### config.mk
export PLATFORM = sky130hd
export DESIGN_NAME = clk_role_arbiter
export DESIGN_NICKNAME = d
export VERILOG_FILES = /design/src/rtl/clk_role_pkg.sv /design/src/rtl/clk_role_sync.sv /design/src/rtl/clk_role_pin_qual.sv /design/src/rtl/clk_role_fsm.sv /design/src/rtl/clk_role_arbiter.sv
export SDC_FILE = /design/constraint.sdc
export NUM_CORES = 1
export LEC_CHECK = 0
export BUFFER_PORTS_ARGS = -buffer_cell sky130_fd_sc_hd__buf_2
export CELL_PAD_IN_SITES_DETAIL_PLACEMENT = 0
export CELL_PAD_IN_SITES_GLOBAL_PLACEMENT = 1
export CORE_AREA = 2 2 77 79
export DETAILED_ROUTE_END_ITERATION = 6
export DIE_AREA = 0 0 79 81
export HOLD_SLACK_MARGIN = 0.06
export PLACE_DENSITY = 0.78
export SETUP_SLACK_MARGIN = 0.2
export SLEW_MARGIN = 0
export SYNTH_ARGS = -nofsm -noshare
export SYNTH_HDL_FRONTEND = slang
export SYNTH_SLANG_ARGS = --single-unit
### constraint.sdc
create_clock -name clk -period 1.7 [get_ports clk]
set_input_delay 0.255 -clock clk [delete_from_list [all_inputs] [get_ports clk]]
set_output_delay 0.255 -clock clk [all_outputs]
set_load 0.02 [all_outputs]
### src/rtl/clk_role_pkg.sv
package clk_role_pkg;

    typedef enum logic [1:0] {
        STG_NONE  = 2'd0,
        STG_FREQ  = 2'd1,
        STG_PHASE = 2'd2,
        STG_TRACK = 2'd3
    } loop_stage_e;

    localparam logic [3:0] SLAVE_CODE_BASE = 4'd3;

    function automatic logic [3:0] status_code(input logic slave, input loop_stage_e stg);
        if (stg == STG_NONE) return 4'd0;
        return (slave ? SLAVE_CODE_BASE : 4'd0) + {2'b00, stg};
    endfunction

endpackage

### src/rtl/clk_role_sync.sv
module clk_role_sync #(
    parameter int   WIDTH   = 1,
    parameter logic RST_VAL = 1'b0
) (
    input  logic             clk,
    input  logic             rst_n,
    input  logic [WIDTH-1:0] async_i,
    output logic [WIDTH-1:0] sync_o
);
    typedef struct packed {
        logic [WIDTH-1:0] meta;
        logic [WIDTH-1:0] stable;
    } sync_t;

    sync_t s_d, s_q;

    always_comb begin
        s_d        = s_q;
        s_d.meta   = async_i;
        s_d.stable = s_q.meta;
    end

    always_ff @(posedge clk or negedge rst_n) begin
        if (!rst_n) begin
            s_q.meta   <= {WIDTH{RST_VAL}};
            s_q.stable <= {WIDTH{RST_VAL}};
        end else begin
            s_q <= s_d;
        end
    end

    assign sync_o = s_q.stable;
endmodule

### src/rtl/clk_role_pin_qual.sv
module clk_role_pin_qual #(
    parameter int HOLD_CYCLES = 25_000_000
) (
    input  logic clk,
    input  logic rst_n,
    input  logic pin_s_i,
    input  logic sclk_s_i,
    output logic level_o
);
    localparam int CW = $clog2(HOLD_CYCLES + 1);
    localparam logic [CW-1:0] LAST = CW'(HOLD_CYCLES - 1);

    typedef struct packed {
        logic          pin_prev;
        logic          sclk_prev;
        logic          acc;
        logic [CW-1:0] cnt;
    } qual_t;

    qual_t q_d, q_q;
    logic  sclk_edge, pin_edge;

    always_comb begin
        q_d           = q_q;
        q_d.pin_prev  = pin_s_i;
        q_d.sclk_prev = sclk_s_i;
        sclk_edge     = sclk_s_i != q_q.sclk_prev;
        pin_edge      = pin_s_i != q_q.pin_prev;
        if (sclk_edge || pin_edge) begin
            q_d.cnt = '0;
        end else if (pin_s_i != q_q.acc) begin
            if (q_q.cnt == LAST) begin
                q_d.acc = pin_s_i;
                q_d.cnt = '0;
            end else begin
                q_d.cnt = q_q.cnt + 1'b1;
            end
        end else begin
            q_d.cnt = '0;
        end
    end

    always_ff @(posedge clk or negedge rst_n) begin
        if (!rst_n) begin
            q_q.pin_prev  <= 1'b1;
            q_q.sclk_prev <= 1'b0;
            q_q.acc       <= 1'b1;
            q_q.cnt       <= '0;
        end else begin
            q_q <= q_d;
        end
    end

    assign level_o = q_q.acc;


    acc_follows_pin_chk: assert property (@(posedge clk) disable iff (!rst_n)
        (level_o != $past(level_o)) |-> ($past(pin_s_i) == level_o));


    acc_quiet_bus_chk: assert property (@(posedge clk) disable iff (!rst_n)
        (level_o != $past(level_o)) |-> ($past(sclk_s_i) == $past(q_q.sclk_prev)));
endmodule

### src/rtl/clk_role_fsm.sv
module clk_role_fsm
    import clk_role_pkg::*;
#(
    parameter int STAGE_CYCLES = 1000
) (
    input  logic       clk,
    input  logic       rst_n,
    input  logic       req_slave_i,
    input  logic       mate_valid_i,
    output logic       slave_o,
    output logic [3:0] status_o
);
    localparam int DW = $clog2(STAGE_CYCLES + 1);
    localparam logic [DW-1:0] DWELL_LAST = DW'(STAGE_CYCLES - 1);

    typedef struct packed {
        logic          slave;
        loop_stage_e   stage;
        logic [DW-1:0] dwell;
    } role_t;

    role_t r_d, r_q;

    always_comb begin
        r_d       = r_q;
        r_d.slave = req_slave_i && mate_valid_i;
        if (r_d.slave != r_q.slave) begin
            r_d.stage = STG_FREQ;
            r_d.dwell = '0;
        end else begin
            unique case (r_q.stage)
                STG_NONE: begin
                    r_d.stage = STG_FREQ;
                    r_d.dwell = '0;
                end
                STG_FREQ, STG_PHASE: begin
                    if (r_q.dwell == DWELL_LAST) begin
                        r_d.stage = (r_q.stage == STG_FREQ) ? STG_PHASE : STG_TRACK;
                        r_d.dwell = '0;
                    end else begin
                        r_d.dwell = r_q.dwell + 1'b1;
                    end
                end
                default: r_d.dwell = '0;
            endcase
        end
    end

    always_ff @(posedge clk or negedge rst_n) begin
        if (!rst_n) begin
            r_q.slave <= 1'b0;
            r_q.stage <= STG_NONE;
            r_q.dwell <= '0;
        end else begin
            r_q <= r_d;
        end
    end

    assign slave_o  = r_q.slave;
    assign status_o = status_code(r_q.slave, r_q.stage);


    slave_needs_mate_chk: assert property (@(posedge clk) disable iff (!rst_n)
        $rose(slave_o) |-> $past(req_slave_i && mate_valid_i));


    mate_loss_exit_chk: assert property (@(posedge clk) disable iff (!rst_n)
        (slave_o && !mate_valid_i) |=> !slave_o);


    slave_code_range_chk: assert property (@(posedge clk) disable iff (!rst_n)
        slave_o |-> (status_o >= 4'd4 && status_o <= 4'd6));


    role_entry_freq_chk: assert property (@(posedge clk) disable iff (!rst_n)
        (slave_o != $past(slave_o)) |-> (status_o == 4'd1 || status_o == 4'd4));
endmodule

### src/rtl/clk_role_arbiter.sv
module clk_role_arbiter #(
    parameter int HOLD_CYCLES  = 25_000_000,
    parameter int STAGE_CYCLES = 1000
) (
    input  logic       clk,
    input  logic       rst_n,
    input  logic       frame_pin_i,
    input  logic       sclk_i,
    input  logic       reg_sel_i,
    input  logic       reg_slave_i,
    input  logic       mate_valid_i,
    output logic       role_slave_o,
    output logic [3:0] sec_status_o
);
    logic pin_s, sclk_s, pin_level, req_slave;

    clk_role_sync #(.WIDTH(1), .RST_VAL(1'b1)) u_pin_sync (
        .clk(clk), .rst_n(rst_n), .async_i(frame_pin_i), .sync_o(pin_s));

    clk_role_sync #(.WIDTH(1), .RST_VAL(1'b0)) u_sclk_sync (
        .clk(clk), .rst_n(rst_n), .async_i(sclk_i), .sync_o(sclk_s));

    clk_role_pin_qual #(.HOLD_CYCLES(HOLD_CYCLES)) u_qual (
        .clk(clk), .rst_n(rst_n), .pin_s_i(pin_s), .sclk_s_i(sclk_s), .level_o(pin_level));

    assign req_slave = reg_sel_i ? reg_slave_i : ~pin_level;

    clk_role_fsm #(.STAGE_CYCLES(STAGE_CYCLES)) u_fsm (
        .clk(clk), .rst_n(rst_n), .req_slave_i(req_slave), .mate_valid_i(mate_valid_i),
        .slave_o(role_slave_o), .status_o(sec_status_o));


    reg_slave_request_chk: assert property (@(posedge clk) disable iff (!rst_n)
        (reg_sel_i && reg_slave_i && mate_valid_i) |=> role_slave_o);


    reg_master_request_chk: assert property (@(posedge clk) disable iff (!rst_n)
        (reg_sel_i && !reg_slave_i) |=> !role_slave_o);
endmodule

==> metrics.txt <==
status complete, but fails checks; failing checks setup timing; DRT antenna net count 0; largest family of logic cells by synthesized area simple AND/OR/NAND/NOR gates; min-delay worst type in -> reg; post-layout min period 1.94 ns; floorplan row count 28; grt peak-use layer met2; max-slew violation count 0; largest net degree at the start of global routing 20; grt met1 use 22.8%; Fill cells 482; routability cong. 0.692; Worst Path Required 1.44 ns; largest cells by area after synthesis dfrtp_1 (44%), dfstp_2 (4.5%), xor2_1 (3.8%); placed insts 321; Worst Path Arrival 1.68 ns; Initial Utilization 40.8%; Detailed Place HPWL 3.18 mm; Layout Nets 296; Power Density 638 nW/um^2; post-synthesis xor/xnor area fraction 7.19%; Sw Ratio 25.0%; Seq/Total Area, Yosys 48.8%; cells on worst reg2reg path 8; TritonCTS buffer count 5; CP bufs+invs 2; GR Overflow Total 0; post-synth top area share 44.3%; Post-synth EDFFs 0; Pre-antenna DRT Iters 4; initial antenna violation count 0; drt wl/cell 15.4 um; DRC Markers 0; most common cell after layout, fill and taps aside dfrtp_1; IO Pins 12; layout cells sized above 1 43.7%; R2R Path End u_qual.q_q[22]; Die ar. 6400 sq um; via count 1875; Initial DRC Count 79; M3 GR Usage 3.78%; crit path to sec_status_o[1]; share of flip-flops with an asynchronous set or reset 100%; CTS max path bufs 2; CTS Root Cell clkbuf_8; Syn Nets 235; CP startpoint u_fsm.slave_o; first-pass GRT wire length 9.31 mm; peak supply drop 0.000465 V; power after layout 2.10 mW; mux share of post-synthesis cell area 0.432%; power share of the clock group 32.9%; via density per instance 5.22; worst setup path class reg -> out; syn_area_per_cell 10.4 sq um; critical path launch point type flip-flop; Post-Synth Simple-Gate Area 25.9%; CP top delay family adder cells; clk slew on worst S/H paths 0.09 ns; largest area contributor in the netlist dfrtp_1; Compound-Gate Fraction of Synth Area 9.72%; CP endpoint kind output port; number of cells on the critical path 4; via count of the first global-routing pass 1939; Syn-to-layout area delta 42.0%; Leakage 1.34 nW; Post-Synthesis Cells 222; FF-to-FF setup slack -0.08 ns; final setup margin -0.238 ns; met2 usage 33.8%; Setup Skew 0.0108 ns; die height 81 um; most frequent CP cell buf_6; Sequential Power Share 54.1%; FMAX 516 MHz; crit-path max cell delay 0.54 ns; Die Span X 79 um; MaxCap Viol Count 0; post-synthesis register bit count 45; cell at the slowest stage of the critical path fa_1; Sink Count 45; GRT Resource Usage Total 18.7%; Internal 1.57 mW; worst-path fanout max 3; clk_lat worst skew 0.30 ns; H-tree depth 2; Top FF cell, synth dfrtp_1; synthesized area 2320 sq um; Adder-Cell Fraction of Synth Area 3.57%; most frequent cells in the layout dfrtp_1 (39), buf_4 (36), nand3_1 (12), nor2_4 (12), a21oi_2 (11); final setup vio count 28; ANT cells 0; TritonCTS clock tree yes; final worst-path cycle share 114%; Gate power share 13.1%; Netlist cell types 47; cells along the critical path buf_6 -> fa_1 -> nor2b_4 -> buf_6; Sw Pwr 0.525 mW; Hold Vio Cnt, Final 0; fin cells 359; RSZ-0062 raised after global routing true; worst r2r src u_qual.q_q[0]; I/O Buffers 10; core area 5680 sq um; Final Routed Wirelength 5.51 mm; Syn. warnings 0
worst min path at each step:
stage	start	to	slack, ns	cells past startpoint
2_1_floorplan	rst_n	u_fsm.r_q[0]	-0.04	0
3_3_place_gp	rst_n	u_qual.q_q[26]	0.23	1
3_5_place_dp	rst_n	u_sclk_sync.sync_o	0.24	1
4_1_cts	sclk_i	u_sclk_sync.s_d[0]	0.06	1
5_1_grt	mate_valid_i	u_fsm.slave_o	0.20	3
6_report	mate_valid_i	u_fsm.slave_o	0.19	3
cell usage after synthesis (4+ instances only):
| cell | count |
|---|---|
| dfrtp_1 | 41 |
| nor2_1 | 16 |
| nand3_1 | 12 |
| a21oi_1 | 11 |
| nor3_1 | 11 |
| nand2_1 | 10 |
| xor2_1 | 10 |
| xnor2_1 | 9 |
| inv_1 | 8 |
| nand4_1 | 8 |
| o21ai_0 | 8 |
| or3_1 | 8 |
| ha_1 | 5 |
| nand2b_1 | 5 |
| nor2b_1 | 5 |
| o31ai_1 | 5 |
| buf_6 | 4 |
| dfstp_2 | 4 |
metal layers:
layer,vias to the layer above,part of all wire [%]
met5,-,0
met4,0,1.8
met3,9,2.9
met2,33,52
met1,921,44
li1,912,-
flip-flops by register name (all words and copies together), names as in the netlist:
name,count
u_qual.q_q,27
u_fsm.r_q,12
u_sclk_sync.sync_o,1
u_pin_sync.sync_o,1
u_sclk_sync.s_d,1
u_fsm.slave_o,1
u_qual.level_o,1
u_pin_sync.s_d,1
worst min-delay path, cell delays in order:
cell,delay (ns)
buf_2,0.11
nand3_1,0.06
inv_1,0.04
layout make-up:
class / instances / area, sq um / area share (%)
clock buffer: 6 / 82.6 / 2.51
clock inverter: 2 / 13.8 / 0.419
inverter: 8 / 32.5 / 0.989
multi-input combinational: 162 / 1350 / 41.1
sequential: 45 / 1130 / 34.5
tap: 75 / 93.8 / 2.85
timing repair buffer: 61 / 579 / 17.6
through the flow:
step / setup WS [ns] / area [sq um] / TNS, ns / utilization [%] / hold WS (ns)
detailed placement: -0.0783 / 2600 / -0.533 / 45.7 / 0.236
finish: -0.238 / 3290 / -1.50 / 57.9 / 0.191
global placement: -0.0372 / 2600 / -0.0530 / 45.7 / 0.227
CTS: -0.229 / 3090 / -0.746 / 54.5 / 0.0617
global route: -0.267 / 3290 / -2.98 / 57.9 / 0.200
floorplan: 0.0654 / 2340 / 0 / - / -0.0406
power by group through the flow:
stage	clock network [mW]	registers (mW)	logic, mW
3_3_place_gp	0	1.15	0.150
3_5_place_dp	0	1.15	0.153
4_1_cts	0.717	1.13	0.251
2_1_floorplan	0	1.15	0.0933
6_report	0.690	1.14	0.274
5_1_grt	0.765	1.14	0.302
timing repair:
item	in CTS	in global routing
hold buffers	2	1
setup endpoints to repair	40	40
cloned	3	1
resized for setup	48	24
buffers inserted	16	7
pin swaps	15	13
endpoints found under the hold margin	15	1
cells by family (layout without fill, tap and decap cells):
group | after synthesis | after routing
AOI/OAI and AO/OA | 33 | 33
muxes | 1 | 1
DFF | 45 | 45
other | 1 | 1
and+or+nand+nor | 101 | 102
adders and majority gates | 6 | 6
buffers and inverters | 16 | 77
xor gates and xnor gates | 19 | 19
(Power assumes the default switching activity.)
